**config.mk**
```make
export PLATFORM = sky130hd
export DESIGN_NAME = dma_service_engine
export DESIGN_NICKNAME = d
export VERILOG_FILES = /design/src/rtl/dma_svc_pkg.sv /design/src/rtl/dma_chan_pick.sv /design/src/rtl/dma_page_bank.sv /design/src/rtl/dma_service_engine.sv
export SDC_FILE = /design/constraint.sdc
export NUM_CORES = 1
export LEC_CHECK = 0
export BUFFER_PORTS_ARGS = -buffer_cell sky130_fd_sc_hd__buf_2
export CAP_MARGIN = 40
export CORE_ASPECT_RATIO = 1.25
export CORE_MARGIN = 2
export CORE_UTILIZATION = 50
export DETAILED_ROUTE_END_ITERATION = 7
export PLACE_DENSITY_LB_ADDON = 0.15
export SLEW_MARGIN = 10
export SYNTH_ARGS = -nofsm -noshare
export SYNTH_HDL_FRONTEND = slang
export SYNTH_SLANG_ARGS = --single-unit
```
**constraint.sdc**
```tcl
create_clock -name clk -period 8.39 [get_ports clk]
set_clock_uncertainty 0.1 [all_clocks]
set_input_delay 0.839 -clock clk [delete_from_list [all_inputs] [get_ports clk]]
set_output_delay 0.839 -clock clk [all_outputs]
set_load 0.02 [all_outputs]
```
**src/rtl/dma_svc_pkg.sv**
```systemverilog
package dma_svc_pkg;

    localparam int CH_COUNT = 4;
    localparam int CH_W     = $clog2(CH_COUNT);

    localparam logic [1:0] XT_VERIFY = 2'b00;
    localparam logic [1:0] XT_WRITE  = 2'b01;
    localparam logic [1:0] XT_READ   = 2'b10;

    typedef enum logic [0:0] {
        ST_SCAN = 1'b0,
        ST_XFER = 1'b1
    } svc_state_e;

    typedef struct packed {
        logic            hit;
        logic [CH_W-1:0] ch;
    } page_slot_t;

    // Irregular slot numbering of the page port; unlisted slots are holes.
    function automatic page_slot_t page_slot(input logic [2:0] off);
        page_slot_t s;
        s = '0;
        case (off)
            3'd7: s = '{hit: 1'b1, ch: CH_W'(0)};
            3'd3: s = '{hit: 1'b1, ch: CH_W'(1)};
            3'd1: s = '{hit: 1'b1, ch: CH_W'(2)};
            3'd2: s = '{hit: 1'b1, ch: CH_W'(3)};
            default: s = '0;
        endcase
        return s;
    endfunction

endpackage

```
**src/rtl/dma_chan_pick.sv**
```systemverilog
module dma_chan_pick #(
    parameter int N  = 4,
    parameter int IW = $clog2(N)
) (
    input  logic [N-1:0]  elig,
    output logic          any,
    output logic [IW-1:0] idx
);
    always_comb begin
        any = |elig;
        idx = '0;
        for (int i = N - 1; i >= 0; i--) begin
            if (elig[i]) idx = IW'(i);
        end
    end
endmodule

```
**src/rtl/dma_page_bank.sv**
```systemverilog
module dma_page_bank
    import dma_svc_pkg::*;
#(
    parameter int PW     = 8,
    parameter bit ENABLE = 1'b1
) (
    input  logic                   clk,
    input  logic                   rst_n,
    input  logic                   wr_en,
    input  logic [2:0]             off,
    input  logic [PW-1:0]          wdata,
    output logic [PW-1:0]          rdata,
    output logic [CH_COUNT*PW-1:0] pages
);
    generate
        if (ENABLE) begin : g_regs
            logic [CH_COUNT-1:0][PW-1:0] pg_d, pg_q;
            page_slot_t slot;

            always_comb begin
                slot = page_slot(off);
                pg_d = pg_q;
                if (wr_en && slot.hit) pg_d[slot.ch] = wdata;
                rdata = slot.hit ? pg_q[slot.ch] : '0;
            end

            always_ff @(posedge clk) begin
                if (!rst_n) pg_q <= '0;
                else        pg_q <= pg_d;
            end

            assign pages = pg_q;


            stray_wr_chk: assert property (@(posedge clk) disable iff (!rst_n)
                (wr_en && !slot.hit) |=> $stable(pg_q));
        end else begin : g_none
            logic unused_page_in;
            assign unused_page_in = ^{clk, rst_n, wr_en, off, wdata};
            assign rdata = '0;
            assign pages = '0;
        end
    endgenerate
endmodule

```
**src/rtl/dma_service_engine.sv**
```systemverilog
module dma_service_engine
    import dma_svc_pkg::*;
#(
    parameter int AW         = 16,
    parameter int PW         = 8,
    parameter int HPW        = 7,
    parameter bit HI_PAGE_EN = 1'b1,
    localparam int PGW       = AW + 1,
    localparam int MAW       = HPW + PW + AW
) (
    input  logic                   clk,
    input  logic                   rst_n,
    input  logic [CH_COUNT-1:0]    ch_mask,
    input  logic [CH_COUNT-1:0]    ch_request,
    input  logic                   ctrl_off,
    input  logic [CH_COUNT*AW-1:0] cfg_base_addr,
    input  logic [CH_COUNT*AW-1:0] cfg_base_cnt,
    input  logic [CH_COUNT-1:0]    cfg_down,
    input  logic [CH_COUNT-1:0]    cfg_autoreload,
    input  logic [CH_COUNT*2-1:0]  cfg_kind,
    input  logic [CH_COUNT-1:0]    rearm,
    input  logic                   pg_we,
    input  logic                   pg_high,
    input  logic [2:0]             pg_off,
    input  logic [PW-1:0]          pg_wdata,
    output logic [PW-1:0]          pg_rdata,
    output logic                   mem_req,
    output logic                   mem_we,
    output logic [MAW-1:0]         mem_addr,
    input  logic                   mem_ack,
    output logic [CH_COUNT-1:0]    tc_flag
);
    typedef struct packed {
        svc_state_e                   st;
        logic [CH_W-1:0]              cur;
        logic [CH_COUNT-1:0][PGW-1:0] prog;
        logic [CH_COUNT-1:0]          halted;
        logic [CH_COUNT-1:0]          tc;
    } svc_regs_t;

    svc_regs_t r_d, r_q;

    // ---------------- page banks ----------------
    logic [CH_COUNT*PW-1:0] lo_flat, hi_flat;
    logic [PW-1:0]          lo_rd, hi_rd;

    dma_page_bank #(.PW(PW), .ENABLE(1'b1)) u_lo_page (
        .clk(clk), .rst_n(rst_n), .wr_en(pg_we && !pg_high), .off(pg_off),
        .wdata(pg_wdata), .rdata(lo_rd), .pages(lo_flat)
    );

    dma_page_bank #(.PW(PW), .ENABLE(HI_PAGE_EN)) u_hi_page (
        .clk(clk), .rst_n(rst_n), .wr_en(pg_we && pg_high), .off(pg_off),
        .wdata(pg_wdata), .rdata(hi_rd), .pages(hi_flat)
    );

    assign pg_rdata = pg_high ? hi_rd : lo_rd;

    logic unused_hi_bits;
    assign unused_hi_bits = ^hi_flat;

    // ---------------- channel pick ----------------
    logic [CH_COUNT-1:0] elig;
    logic                pick_any;
    logic [CH_W-1:0]     pick_idx;

    assign elig = ~ch_mask & ch_request & ~r_q.halted & {CH_COUNT{~ctrl_off}};

    dma_chan_pick #(.N(CH_COUNT), .IW(CH_W)) u_pick (
        .elig(elig), .any(pick_any), .idx(pick_idx)
    );

    // ---------------- current channel view ----------------
    logic [AW-1:0]  base_a, base_c, step, cur_addr;
    logic [1:0]     kind;
    logic           down, autold, needs_mem, in_xfer, byte_done;
    logic [PGW-1:0] prog_c, prog_nx, limit;

    always_comb begin
        base_a    = cfg_base_addr[r_q.cur*AW +: AW];
        base_c    = cfg_base_cnt[r_q.cur*AW +: AW];
        kind      = cfg_kind[r_q.cur*2 +: 2];
        down      = cfg_down[r_q.cur];
        autold    = cfg_autoreload[r_q.cur];
        prog_c    = r_q.prog[r_q.cur];
        step      = prog_c[AW-1:0];
        cur_addr  = down ? (base_a - step) : (base_a + step);
        needs_mem = (kind == XT_WRITE) || (kind == XT_READ);
        in_xfer   = (r_q.st == ST_XFER);
        byte_done = in_xfer && (!needs_mem || mem_ack);
        prog_nx   = prog_c + PGW'(1);
        limit     = {1'b0, base_c} + PGW'(1);
    end

    // ---------------- next state ----------------
    always_comb begin
        r_d = r_q;
        case (r_q.st)
            ST_SCAN: begin
                if (pick_any) begin
                    r_d.st  = ST_XFER;
                    r_d.cur = pick_idx;
                end
            end
            ST_XFER: begin
                if (byte_done) begin
                    if (prog_nx == limit) begin
                        r_d.tc[r_q.cur]     = 1'b1;
                        r_d.prog[r_q.cur]   = autold ? '0 : prog_nx;
                        r_d.halted[r_q.cur] = !autold;
                        r_d.st              = ST_SCAN;
                    end else begin
                        r_d.prog[r_q.cur] = prog_nx;
                        if (!elig[r_q.cur]) r_d.st = ST_SCAN;
                    end
                end
            end
            default: r_d.st = ST_SCAN;
        endcase
        for (int i = 0; i < CH_COUNT; i++) begin
            if (rearm[i]) begin
                r_d.prog[i]   = '0;
                r_d.halted[i] = 1'b0;
                r_d.tc[i]     = 1'b0;
            end
        end
    end

    always_ff @(posedge clk) begin
        if (!rst_n) r_q <= '0;
        else        r_q <= r_d;
    end

    // ---------------- outputs ----------------
    assign mem_req  = in_xfer && needs_mem;
    assign mem_we   = (kind == XT_WRITE);
    assign mem_addr = {hi_flat[r_q.cur*PW +: HPW], lo_flat[r_q.cur*PW +: PW], cur_addr};
    assign tc_flag  = r_q.tc;

    // ---------------- assertions ----------------

    grant_legal_chk: assert property (@(posedge clk) disable iff (!rst_n)
        (r_q.st == ST_SCAN && r_d.st == ST_XFER) |->
        (ch_request[r_d.cur] && !ch_mask[r_d.cur] && !ctrl_off));


    req_hold_chk: assert property (@(posedge clk) disable iff (!rst_n)
        (mem_req && !mem_ack && rearm == '0) |=> (mem_req && $stable(mem_addr)));


    tc_rise_chk: assert property (@(posedge clk) disable iff (!rst_n)
        (|(r_q.tc & ~$past(r_q.tc))) |-> ($past(r_q.st) == ST_XFER));


    off_no_start_chk: assert property (@(posedge clk) disable iff (!rst_n)
        (r_q.st == ST_SCAN && ctrl_off) |=> (r_q.st == ST_SCAN));


    chan_hold_chk: assert property (@(posedge clk) disable iff (!rst_n)
        (r_q.st == ST_XFER && $past(r_q.st) == ST_XFER) |-> (r_q.cur == $past(r_q.cur)));
endmodule

```
Word level (Yosys, flattened, before mapping)
Index checks and enable logic that the tools add are counted.
- bits in registers: 143
- latch bits: 0
- RAM bits: 0
- bits in read-only memories: 0
- input bits: 173
- output and inout port bits: 45
- word-level logic and storage cells: 111
- memories: 0
- add/subtract/negate cells: 4
- $mul: 0
- divide/modulo/power cells: 0
- $lt $le $gt $ge: 4
- eq/ne operators: 7
- shifts and indexed selects: 5
- muxes and demuxes: 39
- bitwise operators: 9
- reduce and logical (&&, ||, !) cells: 21
- operators by type and width (cell ; count):
    bitwise mux 68 bit ; 2
    variable part select 64 x 7 -> 16 bit ; 2
    2-to-1 mux 68 bit ; 1
    bitwise mux 32 bit ; 2
    2-to-1 mux 17 bit ; 3
    2-to-1 mux 8 bit ; 6
    binary-select mux 17 bit (select 2 bit) ; 1
    demux 17 bit (select 2 bit) ; 1
    binary-select mux 8 bit (select 2 bit) ; 2
    variable part select 32 x 6 -> 7 bit ; 1
    variable part select 32 x 6 -> 8 bit ; 1
    adder 16 x 1 -> 17 bit (second input constant) ; 1
    adder 17 x 1 -> 17 bit (second input constant) ; 1
    equality test 17 bit ; 1
    adder 16 bit ; 1
    demux 8 bit (select 2 bit) ; 1
    2-to-1 mux 16 bit ; 1
    subtractor 16 bit ; 1
    bitwise AND 4 bit ; 3
    one-hot mux 3 bit (4 select lines) ; 1
    logical AND 1 bit ; 8
    2-to-1 mux 2 bit ; 4
    NOT 4 bit ; 2
    OR reduction 2 bit ; 4
    21 further kinds ; 38

Logic depth before layout (Yosys ltp)
Gate-level depths: netlist of run 1.
- depth in word-level cells: 10
- mapped depth: 20
- depth with buffers taken out: 15

Modules after synthesis
A second synthesis of run 1 with hierarchy kept.
- cell total of the unflattened synthesis: 920
- area, all modules: 9671.8 µm²
- modules (own cells, without submodules) (module ; times used ; cells an instance ; area an instance (µm²) ; seq. area each (µm²)):
    dma_service_engine ; 1 ; 603 ; 6393.6 ; 1581.5
    dma_page_bank ; 2 ; 155 ; 1621.6 ; 640.6
    dma_chan_pick ; 1 ; 7 ; 35.0 ; 0.0

Least setup slack after synthesis of run 1
No wires, ideal clock.
- kind: reg2out
- start point: reg r_q[76] (netlist bit)
- end point: out mem_addr[14]
- arrival time: 4893 ps
- setup slack: 2558 ps
- stages on the path, launching flop included: 19
- buffers on the path: 7
- cells stage by stage: dfxtp_1 buf_6 buf_12 buf_12 buf_12 clkbuf_1 clkbuf_1 buf_1 mux4_2 fa_1 a21o_1 a21oi_1 o21ai_0 a21oi_1 o21bai_1 a21oi_1 o31ai_1 o41ai_1 xnor2_1
- cells in the longest elaborated chain, start to end: 4
- elaborated cells between the ends (all ways): 8
- ends and longest elaborated chain (item ; line ; RTL):
    start, declared ; dma_service_engine.sv:41 ; svc_regs_t r_d, r_q;
    start signal, assigned ; dma_service_engine.sv:131 ; else r_q <= r_d;
    branches (longest 3 deep; another with adder 16 bit) ; -- ;
    2-to-1 mux 16 bit * ; dma_service_engine.sv:87 ; cur_addr = down ? (base_a - step) : (base_a + step);
    end, declared ; dma_service_engine.sv:29 ; output logic [MAW-1:0] mem_addr,
Every way passes the cells marked *. The select of a mux whose other input is x is not followed.

Worst setup path after layout of run 1
- start point: reg r_q[77] (netlist bit)
- end point: out mem_addr[14]
The elaborated chain is that of the path after synthesis.

==> results of run 1 <==
==> Yosys cell counts, drive strengths merged (5+ instances only) <==
master	count	share of area [%]
dfxtp	143	31
nor2	112	4.6
mux2i	69	7.5
mux4	68	16
xnor2	56	5.6
nand2	54	2.2
clkbuf	41	1.6
a32o	32	3.4
o31ai	31	2.5
buf	30	2.4
o21ai	28	1.5
a21oi	24	1.3
nand3	24	1.4
inv	23	0.92
ha	19	2.5
mux2	16	1.9
a221o	15	1.6
xor2	15	1.7
nor3	11	0.70
nor4	11	1.2
and2	10	0.67
nand4	9	1.3
o211ai	7	0.56
nand2b	6	0.40
nor2b	5	0.33
o41ai	5	0.47
==> state kept, by name, indices dropped and copies added (netlist names) <==
name / cells
u_lo_page.pages: 32
r_q: 74
in_xfer: 1
tc_flag: 4
u_hi_page.pages: 32
==> metrics by stage <==
stage	util (%)	instances	setup slack (ps)
floorplan	-	916	2558
global placement	57.26	1302	2741
detailed placement	57.45	1305	2973
CTS	60.70	1335	2494
global route	60.71	1336	2141
finish	60.74	1338	2523
==> power groups by stage <==
stage / registers [mW] / logic, mW / clock network (mW)
detailed placement: 0.715 / 0.415 / 0
floorplan: 0.702 / 0.300 / 0
CTS: 0.700 / 0.417 / 0.781
global placement: 0.720 / 0.405 / 0
global route: 0.701 / 0.449 / 0.810
finish: 0.700 / 0.414 / 0.772
==> final timing paths <==
| path | to | cells past startpoint | slack (ps) |
|---|---|---|---|
| worst max register to register | r_q[15] | 10 | 3690 |
| worst max-delay path | mem_addr[14] | 14 | 2520 |
| worst min register to register | r_q[73] | 2 | 340 |
| worst min-delay path | r_q[73] | 2 | 340 |
==> layout make-up <==
class | count | area [um2] | share of cell area, %
Multi-Input combinational cell | 677 | 6016 | 54.31
Timing Repair Buffer | 232 | 1211 | 10.93
Tap cell | 228 | 285.3 | 2.575
Clock buffer | 21 | 460.4 | 4.157
Clock inverter | 9 | 132.6 | 1.197
Inverter | 25 | 93.84 | 0.8472
Sequential cell | 143 | 2870 | 25.91
Antenna cell | 3 | 7.507 | 0.06777
==> layer usage <==
layer	global-route usage, %	wire length (um)
met3	5.710	1557
met1	31.91	10280
met5	0	0
met2	47.95	13900
met4	14.23	1220
==> worst reg2reg max path, cell delays in order, from the launching register on <==
cell and delay, ps:
dfxtp_4 620, buf_4 560, mux4_2 720, nand3_2 250, nor2_2 90, nand3_1 120, xor2_1 490, mux2i_4 340
nand4_4 190, or4_4 760, a32o_1 340
==> cells by family after synthesis <==
kind of cell,Yosys count,synth area share (%)
simple gates,267,14.93
compound gates,165,13.38
mux,153,25.83
flops,143,30.62
buf+inv,96,5.045
xor+xnor,71,7.333
fa+ha+maj,21,2.864
==> results.json, run 1 <==
{
  "status": "complete, no violations",
  "vdd_ir_drop_max_v": 0.0001286,
  "slowest_stage": "dfxtp_4",
  "cts_tree": "done",
  "grt_pass1_vias": 8158,
  "finalMaxSlewViolations": 0,
  "ctsResizeCount": 0,
  "syn_inst": 916,
  "p_seq_share_pct": 37.1,
  "endpoint_kind": "primary output",
  "io_pins": 218,
  "critPathMaxFanout": 43,
  "arrival_ps": 4930,
  "cts_buffers": 17,
  "postPlaceCellArea_um2": 10480,
  "power.density_nw_per_um2": 170.2,
  "syn-num-nets": 1109,
  "drc_errors": 0,
  "relSlewSlack_pct": 46.59,
  "netlist_area_um2": 9350,
  "grt_overflow": 0,
  "internal_power_mw": 1.345,
  "timing.fmax_ghz": 0.1705,
  "die_area_um2": 19820,
  "detail-route-antenna-nets": 0,
  "crit_required_ps": 7450,
  "core-area_um2": 18240,
  "antenna_found_initial": 3,
  "tightest_slew_ps": 798.3,
  "max-cap-violations": 0,
  "power_frac_clock_pct": 40.9,
  "criticalPathCategory": "reg -> out",
  "wl_per_cell_um": 20.15,
  "p_leak_nw": 4.360,
  "comb_power_share_pct": 21.9,
  "layout_commonest_cell": "buf_2",
  "drt-vias-per-instance": 6.019,
  "area_growth_pct": 18.47,
  "drive_gt1_share_pct": 34.33,
  "first_pass_iters": 5,
  "grt_max_degree": 69,
  "die_width_um": 126.3,
  "num_vias": 8054,
  "avgSynthCellArea_um2": 10.21,
  "final_cell_mix": "buf_2, dfxtp_1, nor2_1",
  "gp_congestion": 0.8485,
  "rsz0062_at_grt": "false",
  "ys_seq_area_share_pct": 30.62,
  "critPathMaxStageDelay_ps": 740,
  "clk_latency_ps": 430,
  "async_flop_share_pct": 0,
  "num_rows": 55,
  "htreeDepth": 4,
  "nFillCells": 1578,
  "global_route.usage.total_pct": 27.50,
  "grt_pass1_wl_mm": 42.60,
  "total_switching_power_uw": 540.4,
  "finalCriticalPeriod_ps": 5867,
  "cp.buffers_inverters": 2,
  "synth_cell_types": 69,
  "startpoint_type": "register",
  "fin_area_um2": 11080,
  "nets": 1289,
  "drt_iter0_drc": 513,
  "start_util_pct": 51.27,
  "cp_common_cell": "a21oi_1",
  "rr_startpoint": "r_q[76]",
  "clockBufferDepth": 2,
  "startpoint": "r_q[77]",
  "synth_edf_count": 0,
  "synth-main-ff-cell": "dfxtp_1",
  "port-buffer-count": 217,
  "die_h_um": 156.9,
  "cts.clk_slew.worst_paths_ps": 60,
  "design_power_total_mw": 1.885,
  "swShare_pct": 28.66,
  "holdBufCountCts": 0,
  "setup_tns_ps": 0,
  "synth-seq-cells": 143,
  "whs_ps": 344.8,
  "path_cells": "buf_4 > mux4_2 > mux2i_1 > fa_1 > a21o_1 > a21oi_1 > o21ai_0 > a21oi_1 > o21bai_1 > a21oi_1 > o31ai_1 > o41ai_1 > xnor2_1 > buf_2",
  "cts_setup_buffers": 0,
  "hpwlAfterDp_mm": 19.98,
  "worstHoldStart": "r_q[73]",
  "path_delay_family": "compound AO/OA/AOI/OAI gates",
  "period_share_pct": 69.92,
  "ys_warn_count": 0,
  "setup_viol": 0,
  "cts-root-buf": "clkbuf_16",
  "hold_violations": 0,
  "clock_sinks": 143,
  "hp-class": "reg -> reg",
  "wl_mm": 26.96
}
No activity file was read; power rests on OpenSTA's default activity.
==> run 2: changes to the inputs <==
- clock period: 8.39 -> 5.3 ns (I/O delays scaled with it)
==> run 2 against run 1 <==
Against the previous run: first-iteration DRC count decreased by 2.7%; critical endpoint unchanged; non-clock buffer count increased by 13; global-route usage decreased by 0.31 points.
==> results.json, run 2 (same netlist as run 1, synthesis figures left out) <==
{
  "hpwlAfterDp_mm": 20.20,
  "holdBufCountCts": 0,
  "p_leak_nw": 4.422,
  "startpoint_type": "register",
  "largest_register_ff_count": 74,
  "die_width_um": 126.3,
  "tightest_slew_ps": 751.5,
  "start_util_pct": 51.27,
  "io_pins": 218,
  "final_cell_mix": "buf_2, dfxtp_1, nor2_1",
  "timing.fmax_ghz": 0.2004,
  "postPlaceCellArea_um2": 10550,
  "setup_ws_ps": 309.4,
  "nets": 1302,
  "fin_area_um2": 11170,
  "grt_overflow": 0,
  "grt_pass1_wl_mm": 42.43,
  "drt_iter0_drc": 499,
  "top_register": "r_q",
  "port-buffer-count": 217,
  "max-cap-violations": 0,
  "finalCriticalPeriod_ps": 4991,
  "drt-vias-per-instance": 6.000,
  "arrival_ps": 4360,
  "rsz0062_at_grt": "false",
  "core-area_um2": 18240,
  "clockBufferDepth": 2,
  "grt_pass1_vias": 8148,
  "cts_tree": "done",
  "hp-class": "in -> reg",
  "area_growth_pct": 19.47,
  "setup_viol": 0,
  "num_vias": 8106,
  "endpoint_kind": "primary output",
  "die_area_um2": 19820,
  "wl_per_cell_um": 19.99,
  "layout_commonest_cell": "buf_2",
  "htreeDepth": 4,
  "design_power_total_mw": 2.918,
  "die_h_um": 156.9,
  "global_route.usage.total_pct": 27.19,
  "drc_errors": 0,
  "cts.clk_slew.worst_paths_ps": 60,
  "place_ws_ps": 462.2,
  "setup_tns_ps": 0,
  "clock_sinks": 143,
  "wl_mm": 27.01,
  "relSlewSlack_pct": 49.71,
  "num_rows": 55,
  "first_pass_iters": 6,
  "period_share_pct": 94.16,
  "fin_util_pct": 61.26,
  "critPathMaxFanout": 16,
  "cts_buffers": 17,
  "power.density_nw_per_um2": 261.2,
  "drive_gt1_share_pct": 35.47,
  "vdd_ir_drop_max_v": 0.0002401,
  "cts-root-buf": "clkbuf_16",
  "hold_violations": 0,
  "status": "complete, no violations",
  "gp_congestion": 0.9038,
  "detail-route-antenna-nets": 0,
  "grt_max_degree": 37,
  "antenna_found_initial": 3,
  "clk_latency_ps": 430,
  "finalMaxSlewViolations": 0,
  "crit_required_ps": 4670,
  "criticalPathCategory": "reg -> out"
}
## run 2: cell types whose count changed in the layout (fill, tap and decap cells not counted), moves of 2 or more
cell	before	now
diode_2	3	1
clkbuf_8	2	0
inv_6	1	7
clkbuf_1	2	0
buf_4	14	24
inv_8	0	3
buf_6	0	2
bufinv_16	3	0
## run 2: final timing paths
check	startpoint	to	slack (ps)	cells after the start
min reg2reg	r_q[71]	r_q[71]	350	2
max reg2reg	r_q[76]	r_q[18]	910	11
max	r_q[76]	mem_addr[14]	310	17
min	rst_n	in_xfer	310	3
## run 2: critical path: stages, from the launching register on
cell,delay [ps]
dfxtp_4,370
buf_4,140
buf_4,290
mux4_2,540
inv_1,70
ha_1,150
inv_1,50
fa_1,400
a21o_1,180
a21oi_1,200
o21ai_0,110
a21oi_1,240
o21bai_1,100
a21oi_1,310
o31ai_1,140
o41ai_1,320
xnor2_1,160
buf_2,180
## run 2: final cells by class
type,instances,area [um2]
diodes,1,2.502
clock buffers,17,425.4
clock inverters,15,142.6
fillers,1577,7066
inverters,25,93.84
multi-input cells,677,6020
flip-flops and latches,143,2870
well taps,228,285.3
repair buffers,245,1331
## run 2: layer usage
| layer | vias up | track usage [%] | share of wire, % |
|---|---|---|---|
| met5 | - | 0 | 0 |
| met4 | 0 | 11.77 | 3.3 |
| met3 | 60 | 5.744 | 6.5 |
| met2 | 302 | 49.51 | 53 |
| met1 | 3907 | 30.66 | 38 |
| li1 | 3837 | - | - |
## run 2: per-stage QoR
| stage | hold slack, ps | instances |
|---|---|---|
| 4_1_cts | 298.3 | 1346 |
| 3_5_place_dp | 339.3 | 1313 |
| 5_1_grt | 312.7 | 1350 |
| 3_3_place_gp | 327.9 | 1310 |
| 6_report | 309.7 | 1351 |
| 2_1_floorplan | 319.6 | 916 |
## run 2: where the power goes
group	leakage, nW	total (mW)	switching (mW)	internal (mW)
registers	1.15	1.09	0.0105	1.08
clock network	0.283	1.15	0.530	0.623
logic	2.98	0.672	0.380	0.292
total	4.42	2.92	0.920	2.00
## run 2: timing repair
item | 4_1_cts | 5_1_grt
setup buffers | 1 | 4
endpoints found under the hold margin | 0 | 0
pin swaps | 0 | 0
gates resized for setup | 0 | 1
endpoints found under the setup margin | 1 | 4
==> run 3: changes to the inputs <==
- CORE_MARGIN: 2 -> not set
- CORE_UTILIZATION: 50 -> 30
- PLACE_DENSITY: not set -> 0.53
- PLACE_DENSITY_LB_ADDON: 0.15 -> not set
==> run 3 against run 2 <==
Against the previous run: non-clock buffer count shrank 7; first-iteration DRC count fell by 10%; critical path type unchanged; clock-buffer cell count up 3; combinational power up 3%; hold slack gained 3.7 ps; total power up 7.6%.
==> results.json, run 3 (same netlist as run 1, synthesis figures left out) <==
{
  "detail-route-antenna-nets": 0,
  "num_rows": 71,
  "clockBufferDepth": 2,
  "first_pass_iters": 7,
  "port-buffer-count": 217,
  "drive_gt1_share_pct": 35.16,
  "grt_overflow": 0,
  "fin_util_pct": 37.76,
  "timing.fmax_ghz": 0.2010,
  "io_pins": 218,
  "die_area_um2": 31880,
  "grt_pass1_vias": 7876,
  "setup_tns_ps": 0,
  "cts_tree": "done",
  "p_leak_nw": 4.427,
  "power.density_nw_per_um2": 273.8,
  "fin_area_um2": 11470,
  "cts.clk_slew.worst_paths_ps": 60,
  "die_h_um": 199.4,
  "critPathMaxFanout": 25,
  "setup_viol": 0,
  "gp_congestion": 0.8086,
  "finalMaxSlewViolations": 0,
  "tightest_slew_ps": 784.3,
  "startpoint_type": "register",
  "cts_buffers": 17,
  "startpoint": "r_q[76]",
  "critPathCapture": "mem_addr[14]",
  "holdBufCountCts": 0,
  "drt_iter0_drc": 449,
  "crit_required_ps": 4670,
  "hold_violations": 0,
  "postPlaceCellArea_um2": 10760,
  "nets": 1295,
  "relSlewSlack_pct": 47.52,
  "whs_ps": 313.4,
  "nFillCells": 3115,
  "drt-vias-per-instance": 5.274,
  "hp-class": "in -> reg",
  "final_cell_mix": "buf_2, dfxtp_1, nor2_1",
  "max-cap-violations": 0,
  "criticalPathCategory": "reg -> out",
  "vdd_ir_drop_max_v": 0.0001588,
  "wl_per_cell_um": 19.36,
  "clk_latency_ps": 430,
  "clock_sinks": 143,
  "layout_commonest_cell": "buf_2",
  "start_util_pct": 30.78,
  "top_register": "r_q",
  "largest_register_ff_count": 74,
  "grt_max_degree": 77,
  "wl_mm": 29.37,
  "period_share_pct": 93.88,
  "drc_errors": 0,
  "num_vias": 8001,
  "area_growth_pct": 22.70,
  "core-area_um2": 30380,
  "timing.rr.end": "r_q[18]",
  "status": "complete, no violations",
  "htreeDepth": 4,
  "global_route.usage.total_pct": 18.36,
  "design_power_total_mw": 3.141,
  "r2r_cells": 10,
  "endpoint_kind": "primary output",
  "hpwlAfterDp_mm": 21.50,
  "arrival_ps": 4350,
  "antenna_found_initial": 3,
  "cts-root-buf": "clkbuf_16",
  "die_width_um": 159.9,
  "rr_startpoint": "r_q[76]",
  "r2r_slack_ps": 990,
  "grt_pass1_wl_mm": 44.79,
  "finalCriticalPeriod_ps": 4976
}
[run 3: cell types whose count changed in the layout (fill, tap and decap cells not counted), sizes merged]
cell	before	now
buf	245	238
inv	33	26
bufinv	0	5
clkbuf	17	20
clkinv	7	5
clkinvlp	0	1
[run 3: final cells by class]
type                            count  area, um2  share of cell area [%]
Antenna cell                        1      2.502                 0.02181
Clock buffer                       20      446.7                   3.894
Clock inverter                     12      206.4                   1.800
Inverter                           25      93.84                  0.8180
Multi-Input combinational cell    677       6043                   52.68
Sequential cell                   143       2870                   25.02
Tap cell                          401      501.7                   4.373
Timing Repair Buffer              238       1308                   11.40
[run 3: worst max-delay path, cell delays in order, from the launching register on]
cell and delay [ps]:
dfxtp_4 430, buf_6 340, mux4_2 650, nor4_1 380, nor2b_1 250, a21oi_1 110, xnor2_1 140, ha_1 320
o21ai_0 320, o21bai_1 170, o31ai_1 110, o41ai_1 350, xnor2_1 160, buf_2 180
[run 3: what timing repair did]
action | 4_1_cts | 5_1_grt
endpoints found under the setup margin | 1 | 6
gates resized for setup | 1 | 5
cloned | 0 | 0
buffers inserted | 0 | 3
[run 3: how the worst min path moves through the flow]
stage,from,endpoint,cells after the start
3_3_place_gp,r_q[72],r_q[72],2
4_1_cts,rst_n,in_xfer,3
3_5_place_dp,r_q[68],r_q[68],2
5_1_grt,rst_n,in_xfer,3
6_report,rst_n,in_xfer,3
2_1_floorplan,r_q[51],r_q[51],2
[run 3: metrics by stage]
step	setup slack [ps]	std cells
floorplan	24.69	916
global placement	519.6	1477
detailed placement	403.2	1481
CTS	7.156	1513
global route	-1.436	1517
finish	324.1	1517
[run 3: per-layer routing]
| layer | vias up | track usage (%) | share of wire (%) |
|---|---|---|---|
| li1 | 3814 | - | - |
| met1 | 3879 | 21.43 | 41 |
| met2 | 264 | 32.75 | 51 |
| met3 | 40 | 4.047 | 5.9 |
| met4 | 4 | 6.984 | 2.6 |
| met5 | - | 0 | 0.075 |
[run 3: report_power, final]
group | total [mW] | switching (mW) | leakage, nW | internal (mW)
logic | 0.689 | 0.398 | 2.96 | 0.291
registers | 1.09 | 0.00976 | 1.15 | 1.08
clock network | 1.36 | 0.504 | 0.316 | 0.854
